===== src/rtl/syn_pkg.sv =====
package syn_pkg;

    localparam int GF_M_WIDE   = 14;
    localparam int GF_M_NARROW = 13;

    // Primitive polynomials, including the leading term.
    localparam logic [14:0] POLY_WIDE   = 15'h4443;
    localparam logic [14:0] POLY_NARROW = 15'h201B;

    typedef enum logic [2:0] {
        ST_IDLE,
        ST_CLEAR,
        ST_ODD,
        ST_EVEN,
        ST_FINISH
    } syn_state_e;

    // Map a capability code to t; unknown codes fall back to the smallest t.
    function automatic logic [4:0] t_of_code(input logic [2:0] code);
        case (code)
            3'd1:    return 5'd4;
            3'd2:    return 5'd8;
            3'd3:    return 5'd12;
            3'd4:    return 5'd24;
            default: return 5'd2;
        endcase
    endfunction

endpackage


===== src/rtl/syn_gf_mul.sv =====
module syn_gf_mul
    import syn_pkg::*;
#(
    parameter int M_MAX = GF_M_WIDE
) (
    input  logic [M_MAX-1:0] a,
    input  logic [M_MAX-1:0] b,
    input  logic             wide,
    output logic [M_MAX-1:0] p
);

    logic [M_MAX:0] acc;
    logic [M_MAX:0] poly;

    // Most-significant-bit-first shift and reduce.
    always_comb begin
        poly = wide ? (M_MAX+1)'(POLY_WIDE) : (M_MAX+1)'(POLY_NARROW);
        acc  = '0;
        for (int i = M_MAX - 1; i >= 0; i--) begin
            acc = {acc[M_MAX-1:0], 1'b0};
            if (wide ? acc[M_MAX] : acc[M_MAX-1]) begin
                acc = acc ^ poly;
            end
            if (b[i]) begin
                acc = acc ^ {1'b0, a};
            end
        end
        p = acc[M_MAX-1:0];
    end

endmodule


===== src/rtl/syn_part_store.sv =====
module syn_part_store #(
    parameter int N_WORDS = 12,
    parameter int WORD_W  = 32,
    parameter int WA_W    = 4
) (
    input  logic                      clk,
    input  logic                      rst_n,
    input  logic                      wr_en,
    input  logic                      lock,
    input  logic [WA_W-1:0]           wr_addr,
    input  logic [WORD_W-1:0]         wr_data,
    output logic [N_WORDS*WORD_W-1:0] words_q
);

    logic [WORD_W-1:0] mem_q [N_WORDS];

    always_ff @(posedge clk or negedge rst_n) begin
        if (!rst_n) begin
            for (int w = 0; w < N_WORDS; w++) begin
                mem_q[w] <= '0;
            end
        end else if (wr_en && !lock) begin
            for (int w = 0; w < N_WORDS; w++) begin
                if (wr_addr == WA_W'(w)) begin
                    mem_q[w] <= wr_data;
                end
            end
        end
    end

    for (genvar g = 0; g < N_WORDS; g++) begin : g_flat
        assign words_q[g*WORD_W +: WORD_W] = mem_q[g];
    end

endmodule


===== src/rtl/syn_expand.sv =====
module syn_expand
    import syn_pkg::*;
#(
    parameter int MAX_T  = 24,
    parameter int M_MAX  = GF_M_WIDE,
    parameter int WORD_W = 32
) (
    input  logic                           clk,
    input  logic                           rst_n,
    input  logic [2:0]                     cfg_t_code,
    input  logic                           cfg_wide,
    input  logic                           wr_en,
    input  logic [$clog2((MAX_T+1)/2)-1:0] wr_addr,
    input  logic [WORD_W-1:0]              wr_data,
    input  logic                           start,
    input  logic [$clog2(2*MAX_T+1)-1:0]   rd_idx,
    output logic                           busy,
    output logic                           done,
    output logic [M_MAX-1:0]               rd_data
);

    localparam int N_WORDS = (MAX_T + 1) / 2;
    localparam int WA_W    = $clog2(N_WORDS);
    localparam int N_SYN   = 2 * MAX_T;
    localparam int IDX_W   = $clog2(N_SYN + 1);
    localparam int K_W     = $clog2(MAX_T);
    localparam int T_W     = $clog2(MAX_T + 1);
    localparam int J_W     = $clog2(M_MAX);
    localparam int PART_W  = WORD_W / 2;
    localparam int BI_W    = $clog2(N_WORDS * WORD_W);
    localparam logic [M_MAX-1:0] GF_ONE   = M_MAX'(1);
    localparam logic [M_MAX-1:0] GF_ALPHA = M_MAX'(2);
    localparam logic [M_MAX-1:0] GF_A2    = M_MAX'(4);

    syn_state_e st_q, st_d;

    logic [T_W-1:0]   run_t_q;
    logic             run_wide_q;
    logic [K_W-1:0]   k_q;
    logic [J_W-1:0]   j_q;
    logic [T_W-1:0]   e_q;
    logic [M_MAX-1:0] pow_q, ai_q;
    logic [M_MAX-1:0] pow_nx, ai_nx, sq_in, sq_out;
    logic [M_MAX-1:0] syn_q [0:N_SYN];

    logic [N_WORDS*WORD_W-1:0] words_q;
    logic [BI_W-1:0]  bit_idx;
    logic             part_bit;
    logic [J_W-1:0]   m_last;
    logic             last_j, last_k, last_e;
    logic [IDX_W-1:0] odd_i, even_i;
    logic             in_odd;

    // Partial-value storage; locked while a job runs.
    syn_part_store #(
        .N_WORDS (N_WORDS),
        .WORD_W  (WORD_W),
        .WA_W    (WA_W)
    ) u_store (
        .clk     (clk),
        .rst_n   (rst_n),
        .wr_en   (wr_en),
        .lock    (busy),
        .wr_addr (wr_addr),
        .wr_data (wr_data),
        .words_q (words_q)
    );

    // Next power alpha^(i*(j+1)) from alpha^(i*j).
    syn_gf_mul #(.M_MAX(M_MAX)) u_mul_pow (
        .a (pow_q), .b (ai_q), .wide (run_wide_q), .p (pow_nx)
    );

    // Step alpha^i to alpha^(i+2) for the next odd syndrome.
    syn_gf_mul #(.M_MAX(M_MAX)) u_mul_step (
        .a (ai_q), .b (GF_A2), .wide (run_wide_q), .p (ai_nx)
    );

    // Squarer used for the even syndromes.
    syn_gf_mul #(.M_MAX(M_MAX)) u_mul_sq (
        .a (sq_in), .b (sq_in), .wide (run_wide_q), .p (sq_out)
    );

    // Datapath decode.
    always_comb begin
        bit_idx  = BI_W'(k_q) * BI_W'(PART_W) + BI_W'(j_q);
        part_bit = words_q[bit_idx];
        m_last   = run_wide_q ? J_W'(M_MAX - 1) : J_W'(M_MAX - 2);
        last_j   = (j_q == m_last);
        last_k   = ((T_W'(k_q) + T_W'(1)) == run_t_q);
        last_e   = (e_q == run_t_q);
        odd_i    = IDX_W'({k_q, 1'b1});
        even_i   = IDX_W'({e_q, 1'b0});
        sq_in    = syn_q[e_q];
        in_odd   = (st_q == ST_ODD);
    end

    // State register.
    always_ff @(posedge clk or negedge rst_n) begin
        if (!rst_n) begin
            st_q <= ST_IDLE;
        end else begin
            st_q <= st_d;
        end
    end

    // Transitions.
    always_comb begin
        st_d = st_q;
        unique case (st_q)
            ST_IDLE:   if (start) st_d = ST_CLEAR;
            ST_CLEAR:  st_d = ST_ODD;
            ST_ODD:    if (last_j && last_k) st_d = ST_EVEN;
            ST_EVEN:   if (last_e) st_d = ST_FINISH;
            ST_FINISH: st_d = ST_IDLE;
            default:   st_d = ST_IDLE;
        endcase
    end

    // Outputs.
    always_comb begin
        busy = 1'b0;
        done = 1'b0;
        unique case (st_q)
            ST_CLEAR, ST_ODD, ST_EVEN: busy = 1'b1;
            ST_FINISH:                 done = 1'b1;
            default: ;
        endcase
    end

    // Counters, field registers and syndrome storage.
    always_ff @(posedge clk or negedge rst_n) begin
        if (!rst_n) begin
            run_t_q    <= T_W'(2);
            run_wide_q <= 1'b0;
            k_q        <= '0;
            j_q        <= '0;
            e_q        <= '0;
            pow_q      <= GF_ONE;
            ai_q       <= GF_ALPHA;
            for (int i = 0; i <= N_SYN; i++) begin
                syn_q[i] <= '0;
            end
        end else begin
            unique case (st_q)
                ST_IDLE: begin
                    if (start) begin
                        run_t_q    <= T_W'(t_of_code(cfg_t_code));
                        run_wide_q <= cfg_wide;
                    end
                end
                ST_CLEAR: begin
                    for (int i = 0; i <= N_SYN; i++) begin
                        syn_q[i] <= '0;
                    end
                    k_q   <= '0;
                    j_q   <= '0;
                    e_q   <= T_W'(1);
                    pow_q <= GF_ONE;
                    ai_q  <= GF_ALPHA;
                end
                ST_ODD: begin
                    if (part_bit) begin
                        syn_q[odd_i] <= syn_q[odd_i] ^ pow_q;
                    end
                    if (last_j) begin
                        j_q   <= '0;
                        k_q   <= k_q + K_W'(1);
                        pow_q <= GF_ONE;
                        ai_q  <= ai_nx;
                    end else begin
                        j_q   <= j_q + J_W'(1);
                        pow_q <= pow_nx;
                    end
                end
                ST_EVEN: begin
                    syn_q[even_i] <= sq_out;
                    e_q           <= e_q + T_W'(1);
                end
                default: ;
            endcase
        end
    end

    // Read port.
    always_comb begin
        if (int'(rd_idx) <= N_SYN) begin
            rd_data = syn_q[rd_idx];
        end else begin
            rd_data = '0;
        end
    end

endmodule


===== config.mk =====
export PLATFORM = sky130hd
export DESIGN_NAME = syn_expand
export DESIGN_NICKNAME = d
export VERILOG_FILES = /design/src/rtl/syn_pkg.sv /design/src/rtl/syn_gf_mul.sv /design/src/rtl/syn_part_store.sv /design/src/rtl/syn_expand.sv
export SDC_FILE = /design/constraint.sdc
export NUM_CORES = 2
export LEC_CHECK = 0
export BUFFER_PORTS_ARGS = -buffer_cell sky130_fd_sc_hd__buf_2
export CAP_MARGIN = 15
export CORE_MARGIN = 5
export CORE_UTILIZATION = 50
export DETAILED_ROUTE_END_ITERATION = 10
export PLACE_DENSITY = 0.66
export SLEW_MARGIN = 20
export SYNTH_ARGS = -nofsm -noshare
export SYNTH_HDL_FRONTEND = slang
export SYNTH_HIERARCHICAL = 1
export SYNTH_SLANG_ARGS = --single-unit

===== constraint.sdc =====
create_clock -name clk -period 5.5 [get_ports clk]
set_clock_uncertainty 0.1 [all_clocks]
set_input_delay 1.65 -clock clk [delete_from_list [all_inputs] [get_ports clk]]
set_output_delay 1.65 -clock clk [all_outputs]
set_load 0.05 [all_outputs]

==> results summary <==
The run finished with clean final reports. The highest ir drop seen on vdd is 0.911 mV. The final cell count without fillers came out at 7537. The first-pass iteration count of the detailed router is 6. The number of buffers inserted by hold repair at cts is 0.

The total count of hold-check failures in the final report was 0. The tightest min-delay check is of the reg -> reg type. The portion of the clock cycle consumed by the worst path in the final layout is 0.995.

The clock passes through at most 3 buffers. The clock slew at the register clock pins of the worst setup and hold paths came out at 0.06 ns. The via count of the first global-routing pass came to 50593. The top cell type's share of synthesized area came out at 0.409. The width of the chip came out at 380 um. Yosys printed 6 warnings. The slew of the pin with the lowest slew margin came out at 1.21 ns.

66 I/O pins were placed. The cell count after synthesis is 5694. The die is 380 um tall. OpenSTA, run right after detailed placement, puts the worst setup slack at -0.223 ns. The max-capacitance violation count is 0.

Clock tree synthesis selected as its root buffer the cell sky130_fd_sc_hd__clkbuf_16. The share of the yosys chip area belonging to registers is 0.410. The number of buffers created by CTS came out at 115.

For this run the aggregate overflow at the end of global routing stands at 0. The tightest hold path in the finished design has a slack of 0.378 ns. The area inside the core boundary is 136000 sq um. The average via count per standard cell is 6.72. The number of cells after detailed placement came out at 7302. The met2 demand-to-capacity share in global routing came out at 0.466.

STA classifies the critical path startpoint as a primary input. The overall fraction of global-route tracks in use came out at 0.306. The kind of end point of the critical path is an output pin.

Along the worst path, the maximum fanout reaches 18. Summed over all failing endpoints, the final setup total negative slack is 0 ns. The remaining antenna violation count is 0. The detail-routed net length per standard cell came out at 30.0 um.

The cell leakage power came out at 32.3 nW. The cell type contributing the most total cell area after synthesis is sky130_fd_sc_hd__dfrtp_1. The worst setup path category is in -> out. The overall routed net length came out at 226000 um. The die covers 144000 sq um. The completed layout was analyzed and its total power is 0.0466 W. The smallest setup slack after layout is 0.0263 ns. The prevailing post-synth register cell is sky130_fd_sc_hd__dfrtp_1.

Of the cells placed in the final design, the portion with a size suffix greater than 1 is 0.270. For this configuration, the core starts out at a cell density of 0.504. The relative slew slack is 0.192. The shortest clock period the worst path allows after layout came out at 5.47 ns. The count of buffers from port buffering came out at 65. The initial DRC count came out at 5847. The wire-length estimate of the detail-placed layout is 149000 um. The number of antenna violations at the first check in global routing is 1.

The number of distinct standard cells referenced by the synthesized netlist is 72. The total number of vias is 50636. The mean cell area of the mapped netlist is 12.0 sq um. The global routing usage on met3 is 0.0803. The clock net sink count is 1120.

By area the synthesized netlist is led by sky130_fd_sc_hd__dfrtp_1, sky130_fd_sc_hd__mux4_2, sky130_fd_sc_hd__mux2_2. The setup violation total in the final timing report is 0. The maximum level of the CTS H-tree came out at 3. The met1 usage in global routing is 0.412. In this run the power density over the cells is 615 nW/um^2. The area growth from synthesis to layout came out at 10.9%. The largest net degree at the start of global routing is 118.

The count of pins over their slew limit came out at 0. The commonest cells after synthesis are sky130_fd_sc_hd__dfrtp_1, sky130_fd_sc_hd__nand2_1, sky130_fd_sc_hd__mux4_2. The proportion of register bits with asynchronous set or reset after synthesis is 1.00. The source-to-sink clock delay at the later pin of the worst-skew pair is 0.77 ns. The TritonCTS clock tree is done.

The fmax is 183 MHz. Yosys mapped a number of flops with a built-in enable equal to 0. The layer flagged by global routing as most heavily used is met2. The endpoint arrival time on the critical path is 3.72 ns. The wire length of the first global-routing pass is 337000 um. The worst path required time is 3.75 ns. The detailed-route DRC error count is 0. After the last flow step, the layout net total stands at 5718.

After floorplanning, the core was divided into 135 placement rows. The placer's final routability congestion estimate came out at 0.946. Among all cell types in the netlist, the one instantiated most often is sky130_fd_sc_hd__dfrtp_1. The filler cell count in the final layout came out at 11069. The count of state elements after synthesis is 1120. The post-synthesis instance area came out at 68400 sq um.
-- critical path, stage by stage --
cell and delay, ns:
sky130_fd_sc_hd__buf_8 0.26, sky130_fd_sc_hd__buf_12 0.21, sky130_fd_sc_hd__buf_4 0.21, sky130_fd_sc_hd__mux4_2 0.34
sky130_fd_sc_hd__mux4_2 0.50, sky130_fd_sc_hd__nand2_1 0.14, sky130_fd_sc_hd__a31oi_2 0.13, sky130_fd_sc_hd__buf_2 0.24
-- metrics by stage --
stage,instance area [sq um],util
floorplan,68700,-
global placement,71100,0.525
detailed placement,71200,0.525
CTS,75500,0.557
global route,75800,0.559
finish,75800,0.559
-- per-layer routing --
layer | wire length (um) | share of wire | vias up
met5 | 49 | 0.00022 | -
met4 | 13100 | 0.058 | 4
met3 | 23800 | 0.11 | 690
met2 | 102000 | 0.45 | 3184
met1 | 87500 | 0.39 | 26048
li1 | - | - | 20710
-- flip-flops by register name, summed over array words and instances, names as in the netlist --
register / cells
run_wide_q: 1
syn_q: 686
ai_q: 14
e_q: 5
j_q: 4
st_q: 3
pow_q: 14
k_q: 5
run_t_q: 4
u_store/words_q: 384
-- path summary, 6_finish.rpt --
path	start	end	slack, ns	cells past startpoint
max	rd_idx[0]	rd_data[12]	0.03	8
min	syn_q[35]	syn_q[35]	0.38	2
max reg2reg	e_q[1]	syn_q[31]	0.12	16
min reg2reg	syn_q[35]	syn_q[35]	0.38	2
max in group asynchronous	rst_n	u_store/words_q[262]	3.25	2
min in group asynchronous	rst_n	syn_q[332]	0.86	1
-- layout make-up --
class | count | area (sq um) | area share
Sequential cell | 1120 | 28100 | 0.370
Timing Repair Buffer | 347 | 3510 | 0.0463
Multi-Input combinational cell | 4059 | 37900 | 0.500
Clock inverter | 54 | 737 | 0.00972
Clock buffer | 159 | 3270 | 0.0432
Tap cell | 1781 | 2230 | 0.0294
Antenna cell | 1 | 2.50 | 0.0000330
Inverter | 16 | 60.1 | 0.000792
-- cell usage in the layout, fill, tap and decap left out, types with 15 or more instances in the layout --
master,synthesis,routed
sky130_fd_sc_hd__mux4_2,482,482
sky130_fd_sc_hd__mux2_4,60,60
sky130_fd_sc_hd__a221oi_1,26,15
sky130_fd_sc_hd__conb_1,2,56
sky130_fd_sc_hd__buf_12,8,50
sky130_fd_sc_hd__o21ai_0,229,229
sky130_fd_sc_hd__mux2_2,330,330
sky130_fd_sc_hd__nor2b_1,26,25
sky130_fd_sc_hd__dfrtp_1,1117,1109
sky130_fd_sc_hd__mux2i_1,110,109
sky130_fd_sc_hd__a21oi_1,65,62
sky130_fd_sc_hd__o21ai_4,30,30
sky130_fd_sc_hd__nand2_1,980,978
sky130_fd_sc_hd__buf_4,28,214
sky130_fd_sc_hd__xnor2_1,420,417
sky130_fd_sc_hd__a22oi_1,84,83
sky130_fd_sc_hd__nand3_1,65,64
sky130_fd_sc_hd__clkbuf_16,0,120
sky130_fd_sc_hd__xor2_1,197,196
sky130_fd_sc_hd__nor2_1,92,90
sky130_fd_sc_hd__clkbuf_1,295,21
sky130_fd_sc_hd__clkbuf_8,0,23
sky130_fd_sc_hd__clkinv_2,0,25
sky130_fd_sc_hd__xnor3_1,54,53
sky130_fd_sc_hd__o2bb2ai_1,322,322
sky130_fd_sc_hd__buf_2,104,50
sky130_fd_sc_hd__a22o_1,214,214
-- report_power, final --
group          switching [W]  total (W)  internal (W)
logic                 0.0143     0.0274        0.0131
clock network        0.00354    0.00833       0.00479
registers            0.00165     0.0109       0.00926
-- logic make-up (layout without fill, tap and decap cells) --
family | after synthesis | after routing | share of synthesized area
flops | 1120 | 1120 | 0.410
xor+xnor | 704 | 704 | 0.107
compound gates | 1061 | 1061 | 0.122
buf+inv | 569 | 576 | 0.0424
fa+ha+maj | 9 | 9 | 0.00165
other cells | 2 | 57 | 0.000110
mux | 989 | 989 | 0.244
simple gates | 1240 | 1240 | 0.0739
-- repair_timing --
item | 4_1_cts | 5_1_grt
endpoints found under the setup margin | 14 | 333
pin swaps | 0 | 1
gates cloned | 5 | 5
gates resized for setup | 37 | 18
setup buffers | 4 | 7
(Power assumes the default switching activity.)
